`src/rtl/actl_i2c_pkg.sv`:
```
package actl_i2c_pkg;
  typedef enum logic [2:0] {
    ST_IDLE,
    ST_RX,
    ST_ACK,
    ST_TX,
    ST_RACK
  } bus_st_e;

  typedef enum logic [1:0] {
    BK_ADDR,
    BK_SUB,
    BK_DATA
  } byte_kind_e;
endpackage

```
`src/rtl/actl_line_sync.sv`:
```
module actl_line_sync #(
  parameter int STAGES = 2
) (
  input  logic clk,
  input  logic rst,
  input  logic scl_i,
  input  logic sda_i,
  output logic scl_lvl,
  output logic sda_lvl,
  output logic scl_rise,
  output logic scl_fall,
  output logic start_det,
  output logic stop_det
);
  logic [STAGES-1:0] scl_pipe, sda_pipe;
  logic scl_q, sda_q;

  always_ff @(posedge clk) begin
    if (rst) begin
      scl_pipe <= '1;
      sda_pipe <= '1;
      scl_q    <= 1'b1;
      sda_q    <= 1'b1;
    end else begin
      scl_pipe <= {scl_pipe[STAGES-2:0], scl_i};
      sda_pipe <= {sda_pipe[STAGES-2:0], sda_i};
      scl_q    <= scl_pipe[STAGES-1];
      sda_q    <= sda_pipe[STAGES-1];
    end
  end

  assign scl_lvl   = scl_pipe[STAGES-1];
  assign sda_lvl   = sda_pipe[STAGES-1];
  assign scl_rise  = scl_lvl & ~scl_q;
  assign scl_fall  = ~scl_lvl & scl_q;
  // SDA edge while SCL stays high
  assign start_det = scl_lvl & scl_q & sda_q & ~sda_lvl;
  assign stop_det  = scl_lvl & scl_q & ~sda_q & sda_lvl;
endmodule

```
`src/rtl/actl_byte_engine.sv`:
```
module actl_byte_engine
  import actl_i2c_pkg::*;
#(
  parameter logic [6:0] DEV_ADDR = 7'b1000100,
  parameter int         NREG     = 9,
  parameter int         DW       = 8,
  parameter int         IDXW     = 4,
  parameter int         AINC_BIT = 4,
  parameter int         SM_BIT   = 2,
  parameter int         ZM_BIT   = 1
) (
  input  logic            clk,
  input  logic            rst,
  input  logic            scl_lvl,
  input  logic            sda_lvl,
  input  logic            scl_rise,
  input  logic            scl_fall,
  input  logic            start_det,
  input  logic            stop_det,
  input  logic            sm_i,
  input  logic            zm_i,
  output logic            sda_oe,
  output logic            wr_en,
  output logic [IDXW-1:0] wr_idx,
  output logic [DW-1:0]   wr_data
);
  localparam int PTRW = IDXW + 1;
  localparam int CNTW = $clog2(DW + 1);
  localparam logic [CNTW-1:0] CNT_FULL = CNTW'(DW);
  localparam logic [CNTW-1:0] CNT_LAST = CNTW'(DW - 1);
  localparam logic [PTRW-1:0] PTR_END  = PTRW'(NREG);

  bus_st_e         st;
  byte_kind_e      kind;
  logic [CNTW-1:0] cnt;
  logic [DW-1:0]   shift_q;
  logic [DW-1:0]   tx_sh;
  logic [PTRW-1:0] ptr;
  logic            ainc;
  logic            rw;
  logic            m_ack;
  logic [DW-1:0]   status_byte;

  always_comb begin
    status_byte         = '0;
    status_byte[SM_BIT] = sm_i;
    status_byte[ZM_BIT] = zm_i;
  end

  always_ff @(posedge clk) begin
    if (rst) begin
      st      <= ST_IDLE;
      kind    <= BK_ADDR;
      cnt     <= '0;
      shift_q <= '0;
      tx_sh   <= '0;
      ptr     <= '0;
      ainc    <= 1'b0;
      rw      <= 1'b0;
      m_ack   <= 1'b0;
      sda_oe  <= 1'b0;
      wr_en   <= 1'b0;
      wr_idx  <= '0;
      wr_data <= '0;
    end else begin
      wr_en <= 1'b0;
      if (start_det) begin
        st     <= ST_RX;
        kind   <= BK_ADDR;
        cnt    <= '0;
        sda_oe <= 1'b0;
      end else if (stop_det) begin
        st     <= ST_IDLE;
        sda_oe <= 1'b0;
      end else begin
        case (st)
          ST_RX: begin
            if (scl_rise && cnt != CNT_FULL) begin
              shift_q <= {shift_q[DW-2:0], sda_lvl};
              cnt     <= cnt + 1'b1;
            end else if (scl_fall && cnt == CNT_FULL) begin
              case (kind)
                BK_ADDR: begin
                  if (shift_q[DW-1:1] == DEV_ADDR) begin
                    rw     <= shift_q[0];
                    sda_oe <= 1'b1;
                    st     <= ST_ACK;
                    kind   <= BK_SUB;
                  end else begin
                    st <= ST_IDLE;
                  end
                end
                BK_SUB: begin
                  ptr    <= {1'b0, shift_q[IDXW-1:0]};
                  ainc   <= shift_q[AINC_BIT];
                  sda_oe <= 1'b1;
                  st     <= ST_ACK;
                  kind   <= BK_DATA;
                end
                default: begin
                  if (ptr < PTR_END) begin
                    wr_en   <= 1'b1;
                    wr_idx  <= ptr[IDXW-1:0];
                    wr_data <= shift_q;
                    if (ainc) ptr <= ptr + 1'b1;
                  end
                  sda_oe <= 1'b1;
                  st     <= ST_ACK;
                end
              endcase
            end
          end
          ST_ACK: begin
            if (scl_fall) begin
              cnt <= '0;
              if (rw) begin
                tx_sh  <= status_byte;
                sda_oe <= ~status_byte[DW-1];
                st     <= ST_TX;
              end else begin
                sda_oe <= 1'b0;
                st     <= ST_RX;
              end
            end
          end
          ST_TX: begin
            if (scl_fall) begin
              if (cnt == CNT_LAST) begin
                sda_oe <= 1'b0;
                m_ack  <= 1'b0;
                st     <= ST_RACK;
              end else begin
                tx_sh  <= {tx_sh[DW-2:0], 1'b0};
                sda_oe <= ~tx_sh[DW-2];
                cnt    <= cnt + 1'b1;
              end
            end
          end
          ST_RACK: begin
            if (scl_rise) begin
              m_ack <= ~sda_lvl;
            end else if (scl_fall) begin
              if (m_ack) begin
                tx_sh  <= status_byte;
                sda_oe <= ~status_byte[DW-1];
                cnt    <= '0;
                st     <= ST_TX;
              end else begin
                st <= ST_IDLE;
              end
            end
          end
          default: ;
        endcase
      end
    end
  end

  // a new pull on SDA only appears while SCL is low
  assert_pull_scl_low_R11: assert property (@(posedge clk) disable iff (rst)
    $rose(sda_oe) |-> !scl_lvl);

  // STOP leaves the bus released and the engine idle
  assert_stop_idle_R10: assert property (@(posedge clk) disable iff (rst)
    stop_det |=> (!sda_oe && st == ST_IDLE));

  // once past the last register the pointer no longer moves
  assert_ptr_frozen_R7: assert property (@(posedge clk) disable iff (rst)
    (kind == BK_DATA && ptr >= PTR_END) |=> (ptr == $past(ptr)));

  // a foreign address leaves SDA released
  assert_foreign_silent_R3: assert property (@(posedge clk) disable iff (rst)
    (st == ST_RX && kind == BK_ADDR && scl_fall && cnt == CNT_FULL
     && !start_det && !stop_det && shift_q[DW-1:1] != DEV_ADDR)
    |=> (st == ST_IDLE && !sda_oe));
endmodule

```
`src/rtl/actl_reg_bank.sv`:
```
module actl_reg_bank #(
  parameter int          NREG    = 9,
  parameter int          DW      = 8,
  parameter int          IDXW    = 4,
  parameter logic [7:0]  RST_VAL = 8'hFE
) (
  input  logic               clk,
  input  logic               rst,
  input  logic               wr_en,
  input  logic [IDXW-1:0]    wr_idx,
  input  logic [DW-1:0]      wr_data,
  output logic [NREG*DW-1:0] regs_o
);
  logic rst_q;

  for (genvar g = 0; g < NREG; g++) begin : g_reg
    logic [DW-1:0] q;
    always_ff @(posedge clk) begin
      if (rst) q <= DW'(RST_VAL);
      else if (wr_en && wr_idx == IDXW'(g)) q <= wr_data;
    end
    assign regs_o[g*DW +: DW] = q;
  end

  always_ff @(posedge clk) begin
    rst_q <= rst;
    // reset leaves every register at the power-on pattern
    if (rst_q && !rst) begin
      assert_reset_val_R1: assert (regs_o == {NREG{DW'(RST_VAL)}});
    end
  end

  // the engine never strobes an index outside the bank
  assert_idx_in_range_R7: assert property (@(posedge clk) disable iff (rst)
    wr_en |-> (32'(wr_idx) < NREG));

  // contents move only on a write strobe
  assert_hold_no_write_R4: assert property (@(posedge clk) disable iff (rst)
    !wr_en |=> (regs_o == $past(regs_o)));
endmodule

```
`src/rtl/actl_i2c_target.sv`:
```
module actl_i2c_target #(
  parameter logic [6:0] DEV_ADDR    = 7'b1000100,
  parameter int         NREG        = 9,
  parameter int         DW          = 8,
  parameter int         IDXW        = 4,
  parameter int         SYNC_STAGES = 2,
  parameter logic [7:0] RST_VAL     = 8'hFE
) (
  input  logic               clk,
  input  logic               rst,
  input  logic               scl_i,
  input  logic               sda_i,
  output logic               sda_pull_o,
  input  logic               sm_state_i,
  input  logic               zc_state_i,
  output logic [NREG*DW-1:0] ctl_regs_o
);
  logic scl_lvl, sda_lvl, scl_rise, scl_fall, start_det, stop_det;
  logic            wr_en;
  logic [IDXW-1:0] wr_idx;
  logic [DW-1:0]   wr_data;

  actl_line_sync #(.STAGES(SYNC_STAGES)) u_sync (
    .clk       (clk),
    .rst       (rst),
    .scl_i     (scl_i),
    .sda_i     (sda_i),
    .scl_lvl   (scl_lvl),
    .sda_lvl   (sda_lvl),
    .scl_rise  (scl_rise),
    .scl_fall  (scl_fall),
    .start_det (start_det),
    .stop_det  (stop_det)
  );

  actl_byte_engine #(
    .DEV_ADDR (DEV_ADDR),
    .NREG     (NREG),
    .DW       (DW),
    .IDXW     (IDXW)
  ) u_engine (
    .clk       (clk),
    .rst       (rst),
    .scl_lvl   (scl_lvl),
    .sda_lvl   (sda_lvl),
    .scl_rise  (scl_rise),
    .scl_fall  (scl_fall),
    .start_det (start_det),
    .stop_det  (stop_det),
    .sm_i      (sm_state_i),
    .zm_i      (zc_state_i),
    .sda_oe    (sda_pull_o),
    .wr_en     (wr_en),
    .wr_idx    (wr_idx),
    .wr_data   (wr_data)
  );

  actl_reg_bank #(
    .NREG    (NREG),
    .DW      (DW),
    .IDXW    (IDXW),
    .RST_VAL (RST_VAL)
  ) u_bank (
    .clk     (clk),
    .rst     (rst),
    .wr_en   (wr_en),
    .wr_idx  (wr_idx),
    .wr_data (wr_data),
    .regs_o  (ctl_regs_o)
  );
endmodule

```
`config.mk`:
```
export PLATFORM = sky130hd
export DESIGN_NAME = actl_i2c_target
export DESIGN_NICKNAME = d
export VERILOG_FILES = /design/src/rtl/actl_i2c_pkg.sv /design/src/rtl/actl_line_sync.sv /design/src/rtl/actl_byte_engine.sv /design/src/rtl/actl_reg_bank.sv /design/src/rtl/actl_i2c_target.sv
export SDC_FILE = /design/constraint.sdc
export NUM_CORES = 1
export LEC_CHECK = 0
export ABC_AREA = 0
export ABC_CLOCK_PERIOD_IN_PS = 2170
export BUFFER_PORTS_ARGS = -buffer_cell sky130_fd_sc_hd__buf_4
export CORE_ASPECT_RATIO = 1.1
export CORE_MARGIN = 3
export CORE_UTILIZATION = 51
export DETAILED_ROUTE_END_ITERATION = 8
export GPL_ROUTABILITY_DRIVEN = 0
export PLACE_DENSITY = 0.76
export SETUP_SLACK_MARGIN = 0.15
export SLEW_MARGIN = 20
export SYNTH_ARGS = -nofsm -noshare
export SYNTH_HDL_FRONTEND = slang
export SYNTH_HIERARCHICAL = 1
export SYNTH_SLANG_ARGS = --single-unit
export TNS_END_PERCENT = 5
```
`constraint.sdc`:
```
create_clock -name clk -period 2.17 [get_ports clk]
set_input_delay 0 -clock clk [delete_from_list [all_inputs] [get_ports clk]]
set_output_delay 0 -clock clk [all_outputs]
set_load 0.01 [all_outputs]
```
**After elaboration in Yosys (flattened, before gate mapping)**

Index checks and enable logic that the tools add are counted.
W data, S select, Z words.

- Input bits: 6
- Register bits after elaboration: 124

- Equality and inequality tests: 38
- Magnitude comparators: 1
- Add/sub/neg operators: 2
- Bitwise operators: 19
- Mux-type cells: 52
- Reductions and logical operators: 36

Operators by type and width:

| kind | count |
|---|---|
| $mux W7 | 7 |
| $mux W4 | 7 |
| $reduce_and A8 Y1 | 3 |
| $mux W3 | 7 |
| $pmux W7 S3 | 1 |
| $eq A4 B3 Y1 const B | 5 |
| $ne A2 B1 Y1 const B | 10 |
| $ne A4 B3 Y1 const B | 5 |
| $reduce_and A6 Y1 | 3 |
| $reduce_and A9 Y1 | 2 |
| $mux W1 | 17 |
| $pmux W4 S4 | 1 |
| $reduce_and A7 Y1 | 2 |
| $ne A4 B4 Y1 const B | 3 |
| $not A1 Y1 | 12 |
| $pmux W3 S4 | 1 |
| $logic_and A1 B1 Y1 | 11 |
| $mux W2 | 5 |
| $mux W5 | 2 |
| $pmux W5 S2 | 1 |
| $reduce_and A10 Y1 | 1 |
| $eq A4 B2 Y1 const B | 2 |
| $eq A4 B4 Y1 const B | 2 |
| $reduce_bool A2 Y1 | 4 |
| 24 further kinds | 34 |

**Longest topological paths before layout**

Gate-level depths: netlist (run 1).

- Depth after elaboration: 8
- Gate-level depth with buffers: 9

**Modules after synthesis**

The synthesis (run 1) kept the hierarchy.

Modules (own cells, without submodules):

| module | cells each | instances | area each (um^2) | sequential area each (um^2) |
|---|---|---|---|---|
| actl_reg_bank | 253 | 1 | 2680.1 | 1441.4 |
| actl_byte_engine | 250 | 1 | 2259.7 | 900.9 |
| actl_line_sync | 16 | 1 | 190.2 | 120.1 |

**Worst setup path before layout (run 1)**

No wires, ideal clock.

- Kind: register to register
- Start point: register u_sync.scl_q
- End point: register u_engine.cnt[3]
- Buffers on the path: 0
- Period minus slack after synthesis: 2087 ps
- Cell stages (with the launch flop): 7
- Data arrival time: 1956 ps
- Setup slack: 83 ps
- Path through: dfxtp_1 -> nor2b_1 -> nand2b_2 -> or4_4 -> a31o_1 -> o311ai_1 -> o41ai_1

- Elaborated cells on any way between the ends: 17

RTL lines:

| what | RTL line | text |
|---|---|---|
| start: declaration | actl_line_sync.sv:16 | `logic scl_q, sda_q;` |
| start signal: assignment | actl_line_sync.sv:27 | `scl_q <= scl_pipe[STAGES-1];` |
| $and A1 B1 Y1 (*) | actl_line_sync.sv:35 | `assign scl_fall = ~scl_lvl & scl_q;` |
| named net scl_fall | actl_i2c_target.sv:18 | `logic scl_lvl, sda_lvl, scl_rise, scl_fall, start_det, stop_det;` |
| $ne A2 B1 Y1 (no source line) | n/a |  |
| $reduce_and A9 Y1 (no source line) (*) | n/a |  |
| end signal: assignment | actl_byte_engine.sv:80 | `cnt <= cnt + 1'b1;` |
| end signal: assignment | actl_byte_engine.sv:135 | `cnt <= cnt + 1'b1;` |
| end: declaration | actl_byte_engine.sv:35 | `logic [CNTW-1:0] cnt;` |

Mark *: on every way through the listed nets, which the timed path passes. The rest lies on a longest branch.
A chain may end at the register's enable or synchronous reset.

**Final worst setup path (run 1)**

Same ends and word-level chain as after synthesis.

==> results of run 1 <==
==> critical path, delay by kind of cell (launching register included) <==
family           cells  cell delay [ns]
AND/OR/NAND/NOR      3             0.84
AO/OA/AOI/OAI        3             0.68
flip-flops           1             0.35
==> power by group through the flow <==
stage	registers, W	clock network, W	logic (W)
after CTS	0.00227	0.00304	0.000138
final	0.00228	0.00300	0.000144
after detailed placement	0.00232	0	0.000131
after global placement	0.00232	0	0.000126
after global routing	0.00228	0.00316	0.000157
after floorplan	0.00232	0	0.0000910
==> layer usage <==
metal  vias to the layer above  share of wire (%)  wire (um)  GRT usage, %
met5                         -                  0          0             0
met1                      1912                 42       4937         26.13
li1                       1969                  -          -             -
met4                         0                1.3        152         7.092
met2                       115                 51       6102         36.95
met3                        13                5.7        676         6.860
==> per-stage QoR <==
step	utilization, %	setup WS (ns)
after floorplan	-	0.1221
after global placement	60.50	0.08538
after detailed placement	60.50	0.06856
after global routing	68.38	0.05949
after CTS	67.72	0.1203
final	68.38	0.1691
==> state kept, by name, summed over array words and instances, names as in the netlist <==
signal / flops
u_sync/sda_q: 1
u_engine/wr_data: 8
u_engine/m_ack: 1
u_engine/st: 3
u_engine/ainc: 1
u_engine/rw: 1
u_engine/tx_sh: 6
u_engine/cnt: 4
u_engine/sda_oe: 1
u_sync/scl_pipe: 2
u_sync/scl_q: 1
u_bank/g.q: 72
u_sync/sda_pipe: 2
u_engine/wr_idx: 4
u_engine/shift_q: 8
u_engine/kind: 2
u_engine/wr_en: 1
u_engine/ptr: 5
==> worst max-delay path by stage <==
stage / start / endpoint / depth (start not counted) / slack, ns
after detailed placement: u_sync/scl_q / u_engine/cnt[3] / 6 / 0.07
after floorplan: u_sync/scl_pipe[1] / u_engine/wr_idx[0] / 9 / 0.12
after global routing: u_sync/scl_pipe[1] / u_engine/st[0] / 6 / 0.06
final: u_sync/scl_q / u_engine/cnt[3] / 6 / 0.17
after global placement: u_sync/scl_q / u_engine/cnt[3] / 6 / 0.09
after CTS: u_sync/sda_pipe[1] / u_engine/ptr[4] / 7 / 0.12
==> synth_stat cells, types with 3 or more instances <==
cell type    n
clkbuf_1    14
a211oi_1     4
buf_4        5
nand2_1     10
a21oi_1     13
and2_1       6
ha_1         3
nor2_2       7
nand3b_1     4
o31ai_1      3
nor2b_1      9
or2_1        6
inv_1        6
dfxtp_1    123
and3b_1      4
o21ai_0     13
buf_2        8
and3_1       4
nand3_1      7
nand2_2      3
mux2i_1    101
nand2b_1    15
nor2_1     105
==> kinds of logic after synthesis <==
kind of cell	count (synthesis)	synth area share, %
AO/OA/AOI/OAI	55	7.634
adder cells (fa/ha/maj)	3	0.7318
buffers and inverters	37	3.878
flip-flops	123	48.00
multiplexers	101	19.71
AND/OR/NAND/NOR	200	20.05
==> layout make-up <==
| class | instances | area [um^2] |
|---|---|---|
| fillers | 746 | 3030 |
| clock inverters | 14 | 219.0 |
| repair buffers | 99 | 772.0 |
| inverters | 6 | 22.52 |
| flip-flops and latches | 123 | 2464 |
| multi-input cells | 359 | 2511 |
| well taps | 117 | 146.4 |
| clock buffers | 18 | 417.9 |
==> timing repair <==
action                     CTS  global route
gates resized for setup      1             9
hold endpoints to repair    10             0
setup buffers                0             3
hold buffers                 5             0
setup endpoints to repair    9            30
==> reports/metrics.csv, run 1 <==
stage,metric,value,unit
floorplanning,rows,37,
setup_path,worstPathCellList,nor2b_4 -> nand2b_2 -> or4_4 -> a31o_1 -> o311ai_2 -> o41ai_2,
drt,vias,4009,
sta,min_period_over_period,92.21,%
worst_hold_path,hold-path-cell-count,3,
setup_path,r2r_end,u_engine/cnt[3],
floorplanning,num_io_pins,79,
drt,drtAntennaViolNets,0,
floorplanning,die_w,101.6,um
floorplanning,die-area,11300,um^2
yosys,synth_top_area_share,48.00,%
global_route,antenna_found_initial,0,
drt,wl_per_cell,16.13,um
sta,setup_violations,0,
floorplanning,start_util,53.53,%
clocking,clock-sinks,123,
finish,finalNonFillerCells,736,
global_route,grt_max_degree,70,
floorplanning,chipHeight,111.2,um
pwr,ir_drop,0.0004734,V
sta,max_freq,499.8,MHz
setup_path,slowest_delay,0.50,ns
yosys,ys_ff_latch,123,
drt,dr.pass1.iters,4,
floorplanning,core,9583,um^2
worst_hold_path,hold_class,in2reg,
clocking,cts_tree,built,
yosys,yosysTopAreaCell,dfxtp_1,
place,dp_cells,696,
setup_path,path_max_fanout,7,
clocking,cts_root_buffer,clkbuf_8,
place,hpwl,7.956,mm
sta,whs,0.2230,ns
pwr,p_total,0.005421,W
clocking,path_clk_slew,0.06,ns
sta,timing.setup.tns,0,ns
drt,drc,0,
finish,area_delta_synth_final,27.73,%
pwr,p_int,0.004301,W
place,place_area,5798,um^2
sta,hold_viol_final,0,
sta,skew,0.006614,ns
drt,viasPerCell,5.447,
yosys,synth_cell_types,61,
drt,drtIter0Drc,256,
setup_path,r2r_slack,0.17,ns
clocking,clock_latency,0.51,ns
pwr,power_switching,0.001120,W
global_route,grt.overflow.total,0,
yosys,async_flop_share,0,%
finish,diodes,0,
pwr,clkPwrFrac,55.4,%
clocking,clockBufferDepth,2,
sta,slew_headroom,55.12,%
yosys,ys_warn_count,6,
setup_path,path_class,reg2reg,
sta,drv_slew,0,
yosys,syn_area,5130,um^2
yosys,synth_edf_count,0,
yosys,avgSynthCellArea,9.884,um^2
sta,worst_slew_pin_slew,0.6732,ns
yosys,synth_area_leaders,"dfxtp_1, mux2i_1, nor2_1",
global_route,grt_first_pass_wirelength,19.75,mm
yosys,ys.flop_type,dfxtp_1,
setup_path,r2r_cells,6,
pwr,power_frac_comb,2.6,%
setup_path,cp_data_arrival_time,2.39,ns
setup_path,slowest_stage,or4_4,
setup_path,start_kind,flip-flop,
finish,stdcell_area,6553,um^2
worst_hold_path,min-delay-start,scl_i,
clocking,cts_buffers,17,
finish,final_nets,615,
sta,period_needed,2.001,ns
yosys,synth_cells,519,
place,io_buffers,78,
pwr,p_leak,2.804,nW
finish,final_common_cell,dfxtp_1,
drt,finalWirelength,11.87,mm
pwr,powerDensity,827.3,nW/um^2
job,max_cap_viol_count,0,
setup_path,rr_startpoint,u_sync/scl_q,
setup_path,critPathCaptureType,flip-flop,
global_route,track_usage,21.91,%
sta,rsz0062_at_grt,true,
worst_hold_path,holdPathEnd,u_sync/scl_pipe[0],
finish,layout_common_cells,"dfxtp_1, nor2_1, mux2i_1",
status,outcome,finished clean,
global_route,grt_pass1_vias,4017,
clocking,h-tree-depth,4,
pwr,power_frac_seq,42.0,%
setup_path,required,2.56,ns
pwr,swShare,20.66,%
finish,layout-drive-gt1-share,24.88,%
yosys,ys_seq_area_share,48.00,%
yosys,syn_nets,528,
Power figures use the tool's default switching activity.
==> run 2: changes to the inputs <==
--- a/config.mk
+++ b/config.mk
@@ -18,6 +18,5 @@
 export SLEW_MARGIN = 20
 export SYNTH_ARGS = -nofsm -noshare
 export SYNTH_HDL_FRONTEND = slang
-export SYNTH_HIERARCHICAL = 1
 export SYNTH_SLANG_ARGS = --single-unit
 export TNS_END_PERCENT = 5
==> run 2 against run 1 <==
Against the previous run: design area is 3.5% lower; routed wire length is 1.2% higher; critical path depth is 1 higher; via count is 3.5% higher; synthesized area is 1.4% lower; worst hold slack worse by 0.0049 ns; sequential share of layout area is 1.4 points higher; register-to-register slack better by 0.03 ns; largest power group unchanged; highest routed layer unchanged.
==> reports/metrics.csv, run 2 <==
stage,metric,value,unit,change
finish,largest_reg_flops,72,,unchanged
yosys,async_flop_share,0,%,unchanged
place,pre_cts_ws,0.1664,ns,+0.09783 ns
finish,seq_area,2466,um^2,+0.10%
clocking,path_clk_slew,0.06,ns,about the same
finish,reg_top3,"u_bank.g.q: 72 flops, u_engine.shift_q: 8 flops, u_engine.wr_data: 8 flops",,
drt,drtAntennaViolNets,0,,unchanged
drt,vias,4150,,+3.5%
setup_path,start_kind,flip-flop,,
yosys,yosysTopAreaCell,dfxtp_1,,
sta,setup_violations,0,,unchanged
yosys,ys_seq_area_share,48.70,%,+0.70 points
worst_hold_path,hold-path-cell-count,3,,unchanged
finish,final_common_cell,dfxtp_1,,
finish,nFillCells,732,,-1.9%
sta,finalWorstSetupSlack,0.2034,ns,+0.03426 ns
finish,final_nets,633,,+2.9%
clocking,cts_buffers,17,,unchanged
yosys,ys_warn_count,0,,-6
place,dp_cells,716,,+2.9%
setup_path,cp_data_arrival_time,2.37,ns,-0.02 ns
setup_path,required,2.58,ns,+0.02 ns
setup_path,cp-startpoint,u_engine.cnt[0],,
yosys,synth_top_area_share,48.70,%,+0.70 points
sta,timing.setup.tns,0,ns,unchanged
clocking,h-tree-depth,4,,unchanged
sta,period_needed,1.967,ns,-0.03426 ns
global_route,grt_first_pass_wirelength,19.78,mm,+0.11%
sta,max_freq,508.5,MHz,+1.7%
floorplanning,rows,37,,unchanged
job,max_cap_viol_count,0,,unchanged
yosys,ys.flop_type,dfxtp_1,,
clocking,cts_tree,built,,
setup_path,rr_startpoint,u_engine.cnt[0],,
yosys,yosys-top-cells-count,"dfxtp_1, nand2_1, mux2i_1",,
finish,regMostFlops,u_bank.g.q,,
yosys,synth_cells,547,,+5.4%
global_route,grt_max_degree,66,,-5.7%
global_route,antenna_found_initial,0,,unchanged
clocking,clockBufferDepth,2,,unchanged
finish,area_delta_synth_final,25.04,%,
finish,finalNonFillerCells,754,,+2.4%
floorplanning,core,9490,um^2,-0.97%
floorplanning,num_io_pins,79,,unchanged
floorplanning,chipHeight,110.4,um,-0.68%
finish,multiInputGateArea,2400,um^2,-4.4%
drt,drtIter0Drc,210,,-18%
yosys,synth_edf_count,0,,unchanged
sta,rsz0062_at_grt,true,,
pwr,p_total,0.005029,W,-7.2%
setup_path,r2r_cells,7,,+1
setup_path,r2r_slack,0.20,ns,+0.03 ns
sta,min_period_over_period,90.63,%,-1.6 points
sta,drv_slew,0,,unchanged
floorplanning,die-area,11150,um^2,-1.4%
global_route,met1_usage,27.00,%,+0.88 points
floorplanning,start_util,53.28,%,-0.26 points
sta,worst_slew_pin_slew,0.6305,ns,-0.04270 ns
yosys,syn_area,5056,um^2,-1.4%
clocking,cts_root_buffer,clkbuf_8,,
global_route,grt.overflow.total,0,,unchanged
sta,skew,0.01069,ns,+0.004073 ns
worst_hold_path,holdPathEnd,u_sync.sda_pipe[0],,
pwr,p_leak,2.545,nW,-9.2%
setup_path,critPathCaptureType,flip-flop,,
status,outcome,finished clean,,
global_route,grt_use_met3,7.075,%,+0.22 points
global_route,grt_busiest_layer,met2,,
pwr,ir_drop,0.0004761,V,+0.57%
yosys,yosysMostFrequentCell,dfxtp_1,,
yosys,syn_nets,556,,+5.3%
global_route,grt_pass1_vias,4044,,+0.67%
sta,slew_headroom,57.97,%,+2.8 points
setup_path,r2r_end,u_engine.sda_oe,,
sta,hold_viol_final,0,,unchanged
clocking,clock-sinks,123,,unchanged
drt,dr.pass1.iters,5,,+1
drt,drc,0,,unchanged
place,io_buffers,78,,unchanged
yosys,synth_cell_types,62,,+1.6%
yosys,avgSynthCellArea,9.243,um^2,-6.5%
finish,final_core_util,66.62,%,-1.8 points
yosys,synth_area_leaders,"dfxtp_1, mux2i_1, nand2_1",,
drt,finalWirelength,12.01,mm,+1.2%
clocking,clock_latency,0.52,ns,about the same
place,hpwl,7.909,mm,-0.60%
setup_path,path_max_fanout,5,,-2
worst_hold_path,min-delay-start,sda_i,,
pwr,powerDensity,795.4,nW/um^2,-3.9%
yosys,ys_ff_latch,123,,unchanged
drt,viasPerCell,5.504,,+1.0%
finish,diodes,0,,unchanged
setup_path,path_class,reg2reg,,
floorplanning,die_w,100.9,um,-0.68%
global_route,track_usage,21.86,%,-0.047 points
worst_hold_path,hold_class,in2reg,,
global_route,grt_use_met2,35.44,%,-1.5 points
drt,wl_per_cell,15.92,um,-1.3%
finish,layout-drive-gt1-share,23.86,%,-1.0 points
finish,layout_common_cells,"dfxtp_1, nand2_1, buf_4",,
[run 2: area by class of cell]
type,count,share of cell area (%)
sequential,123,39.01
inverter,7,0.4156
timing repair buffer,94,11.36
tap,117,2.315
multi-input combinational,381,37.96
clock inverter,15,2.395
clock buffer,17,6.551
[run 2: worst max-delay path: stages, from the launching register on]
cell      delay, ns
dfxtp_1        0.39
inv_1          0.06
ha_1           0.18
and3b_1        0.25
nor2_1         0.27
o21ai_0        0.18
o211ai_1       0.16
mux2_2         0.36
[run 2: worst max path at each step]
stage                     slack [ns]  cells past startpoint             endpoint
after global placement          0.24                      6  u_engine.wr_data[4]
after global routing            0.07                      7      u_engine.cnt[3]
final                           0.20                      7      u_engine.sda_oe
after detailed placement        0.17                      5    u_engine.tx_sh[3]
after CTS                       0.15                      5    u_engine.tx_sh[4]
after floorplan                 0.39                      7      u_engine.cnt[3]
[run 2: through the flow]
step           hold WS, ns  cell area (um^2)
5_1_grt             0.2287              6322
4_1_cts             0.2051              6315
3_3_place_gp        0.1852              5692
2_1_floorplan       0.1038              5056
3_5_place_dp        0.1914              5692
6_report            0.2181              6322
[run 2: kinds of logic after synthesis]
family / count (synthesis) / share of synthesized area, %
adders and majority gates: 3 / 0.7425
muxes: 75 / 14.90
AOI/OAI and AO/OA: 57 / 7.548
DFF: 123 / 48.70
xor gates and xnor gates: 1 / 0.1733
and+or+nand+nor: 245 / 24.03
buffers and inverters: 43 / 3.910
[run 2: what timing repair did]
action / CTS / global route
hold endpoints to repair: 19 / 0
pin swaps: 0 / 0
hold buffers: 5 / 0
setup endpoints to repair: 5 / 27
resized for setup: 0 / 5
buffers inserted: 1 / 0
[run 2: power by group]
group | internal, W | switching [W]
Clock | 0.00156 | 0.00113
Sequential | 0.00226 | 0.00000565
Combinational | 0.0000266 | 0.0000512
Total | 0.00385 | 0.00118
[run 2: metal layers]
| layer | up-vias | share of wire (%) |
|---|---|---|
| met4 | 0 | 1.4 |
| met2 | 133 | 48 |
| met1 | 1963 | 43 |
| li1 | 2030 | - |
| met5 | - | 0 |
| met3 | 24 | 7.4 |
==> run 3: changes to the inputs <==
--- a/config.mk
+++ b/config.mk
@@ -14,7 +14,7 @@
 export DETAILED_ROUTE_END_ITERATION = 8
 export GPL_ROUTABILITY_DRIVEN = 0
 export PLACE_DENSITY = 0.76
-export SETUP_SLACK_MARGIN = 0.15
+export SETUP_SLACK_MARGIN = 0.5
 export SLEW_MARGIN = 20
 export SYNTH_ARGS = -nofsm -noshare
 export SYNTH_HDL_FRONTEND = slang
==> run 3 against run 2 <==
Against the previous run: flip-flop and latch count unchanged; routed wire length up 0.77%; clock power up 7%; worst setup slack better by 0.15 ns; critical path type unchanged; sequential share of layout area down 0.70 points; design area up 2.1%; first-iteration DRC count up 21%; power up 3.7%; maximum frequency up 8.5%; global-route usage up 0.62 points.
==> reports/metrics.csv, run 3 (same netlist as run 2, synthesis figures left out) <==
stage,metric,value,unit,change
sta,min_period_over_period,83.56,%,-7.1 points
job,max_cap_viol_count,0,,unchanged
pwr,ir_drop,0.0004805,V,+0.92%
setup_path,critPathTopFamily,simple AND/OR/NAND/NOR gates,,
finish,diodes,0,,unchanged
global_route,grt_first_pass_wirelength,20.07,mm,+1.5%
sta,period_needed,1.813,ns,-0.1534 ns
setup_path,slowest_delay,0.34,ns,-0.05 ns
pwr,swShare,19.19,%,-4.3 points
floorplanning,die-area,11150,um^2,unchanged
finish,reg_top3,"u_bank.g.q: 72 flops, u_engine.shift_q: 8 flops, u_engine.wr_data: 8 flops",,
drt,viasPerCell,5.422,,-1.5%
drt,dr.pass1.iters,5,,unchanged
sta,timing.setup.tns,0,ns,unchanged
status,outcome,finished clean,,
finish,layout-drive-gt1-share,25.43,%,+1.6 points
setup_path,cp_num_cells,8,,+1
finish,regMostFlops,u_bank.g.q,,
global_route,grt.overflow.total,0,,unchanged
setup_path,r2r_end,u_engine.wr_data[3],,
floorplanning,start_util,53.28,%,unchanged
sta,slew_headroom,59.15,%,+1.2 points
sta,whs,0.2223,ns,+0.004163 ns
global_route,met1_usage,28.99,%,+2.0 points
worst_hold_path,holdPathEnd,u_sync.scl_pipe[0],,
global_route,grt_use_met3,7.960,%,+0.88 points
worst_hold_path,hold_class,in2reg,,
floorplanning,rows,37,,unchanged
drt,drtIter0Drc,254,,+21%
global_route,grt_busiest_layer,met2,,
finish,area_delta_synth_final,27.72,%,
pwr,p_total,0.005214,W,+3.7%
setup_path,required,2.54,ns,-0.04 ns
finish,largest_reg_flops,72,,unchanged
clocking,cts_tree,built,,
floorplanning,die_w,100.9,um,unchanged
clocking,clock_latency,0.51,ns,about the same
setup_path,r2r_slack,0.36,ns,+0.15 ns
floorplanning,core,9490,um^2,unchanged
drt,drtAntennaViolNets,0,,unchanged
sta,setup_violations,0,,unchanged
clocking,cts_buffers,17,,unchanged
place,dp_cells,716,,unchanged
sta,finalWorstSetupSlack,0.3568,ns,+0.1534 ns
setup_path,path_class,reg2reg,,
drt,finalWirelength,12.10,mm,+0.77%
worst_hold_path,hold-path-cell-count,3,,unchanged
setup_path,critPathCaptureType,flip-flop,,
clocking,h-tree-depth,4,,unchanged
pwr,powerDensity,807.4,nW/um^2,+1.5%
sta,skew,0.009049,ns,-0.001639 ns
finish,final_common_cell,dfxtp_1,,
floorplanning,chipHeight,110.4,um,unchanged
setup_path,worstPathCellList,inv_2 -> ha_1 -> and3b_2 -> nand3_4 -> nor4b_4 -> buf_6 -> mux2i_1 -> nor2_1,,
clocking,clockBufferDepth,2,,unchanged
pwr,p_int,0.004213,W,+9.5%
worst_hold_path,min-delay-start,scl_i,,
clocking,path_clk_slew,0.06,ns,about the same
place,io_buffers,78,,unchanged
setup_path,start_kind,flip-flop,,
global_route,grt_pass1_vias,3994,,-1.2%
global_route,grt_max_degree,65,,-1.5%
sta,hold_viol_final,0,,unchanged
clocking,cts_root_buffer,clkbuf_8,,
pwr,power_frac_comb,1.5,%,about the same
sta,worst_slew_pin_slew,0.6128,ns,-0.01769 ns
sta,max_freq,551.5,MHz,+8.5%
global_route,grt_use_met2,34.56,%,-0.88 points
setup_path,r2r_cells,8,,+1
clocking,clock-sinks,123,,unchanged
floorplanning,num_io_pins,79,,unchanged
global_route,antenna_found_initial,0,,unchanged
sta,drv_slew,0,,unchanged
sta,rsz0062_at_grt,true,,
setup_path,slowest_stage,dfxtp_2,,
pwr,power_frac_seq,43.5,%,-1.6 points
pwr,clkPwrFrac,55.0,%,+1.7 points
setup_path,path_max_fanout,7,,+2
setup_path,rr_startpoint,u_engine.cnt[0],,
setup_path,cp.buffers_inverters,2,,+1
drt,vias,4110,,-0.96%
setup_path,cp_data_arrival_time,2.19,ns,-0.18 ns
place,hpwl,7.924,mm,+0.20%
drt,wl_per_cell,15.96,um,+0.24%
finish,final_nets,638,,+0.79%
drt,drc,0,,unchanged
place,pre_cts_ws,0.1441,ns,-0.02232 ns
pwr,power_switching,0.001001,W,-15%
pwr,p_leak,2.608,nW,+2.5%
finish,finalNonFillerCells,758,,+0.53%
global_route,track_usage,22.48,%,+0.62 points
finish,layout_common_cells,"dfxtp_1, nand2_1, buf_4",,
==> run 3: power groups by stage <==
stage          sequential [W]  combinational [W]  clock (W)
6_report              0.00227          0.0000788    0.00287
4_1_cts               0.00227          0.0000775    0.00291
3_3_place_gp          0.00232          0.0000684          0
2_1_floorplan         0.00232          0.0000514          0
5_1_grt               0.00227          0.0000874    0.00303
3_5_place_dp          0.00232          0.0000691          0
==> run 3: area by class of cell <==
| cell class | count | area, um^2 |
|---|---|---|
| Fill cell | 715 | 3033 |
| Inverter | 7 | 26.28 |
| Clock inverter | 6 | 107.6 |
| Timing Repair Buffer | 99 | 763.2 |
| Multi-Input combinational cell | 381 | 2436 |
| Clock buffer | 25 | 504.2 |
| Tap cell | 117 | 146.4 |
| Sequential cell | 123 | 2474 |
==> run 3: how the worst max path moves through the flow <==
stage	startpoint	to	slack [ns]
floorplan	u_engine.cnt[0]	u_engine.wr_data[0]	0.40
global placement	u_engine.st[0]	u_engine.wr_data[3]	0.24
detailed placement	u_engine.st[0]	u_engine.wr_data[3]	0.14
CTS	u_engine.cnt[0]	u_engine.wr_idx[2]	0.35
global route	u_engine.cnt[0]	u_engine.wr_data[1]	0.26
finish	u_engine.cnt[0]	u_engine.wr_data[3]	0.36
==> run 3: what timing repair did <==
item / 4_1_cts / 5_1_grt
hold buffers: 5 / 0
pin swaps: 1 / 2
setup buffers: 3 / 3
hold endpoints to repair: 19 / 0
resized for setup: 11 / 8
endpoints found under the setup margin: 44 / 76
==> run 3: stage by stage <==
step	util [%]	instance area (um^2)
final	68.04	6457
after global routing	68.04	6457
after CTS	67.54	6410
after detailed placement	59.99	5693
after global placement	59.99	5693
after floorplan	-	5057
==> run 3: per-layer routing <==
layer,vias to the layer above,wire length [um]
li1,2025,-
met1,1932,5213
met2,137,5892
met3,16,822
met4,0,170
met5,-,0
==> run 3: worst register-to-register path: cells and delay by family, from the launching register on <==
family / cells / cell delay [ns]
simple gates: 4 / 0.76
flops: 1 / 0.34
buf+inv: 2 / 0.24
mux: 1 / 0.21
fa+ha+maj: 1 / 0.13
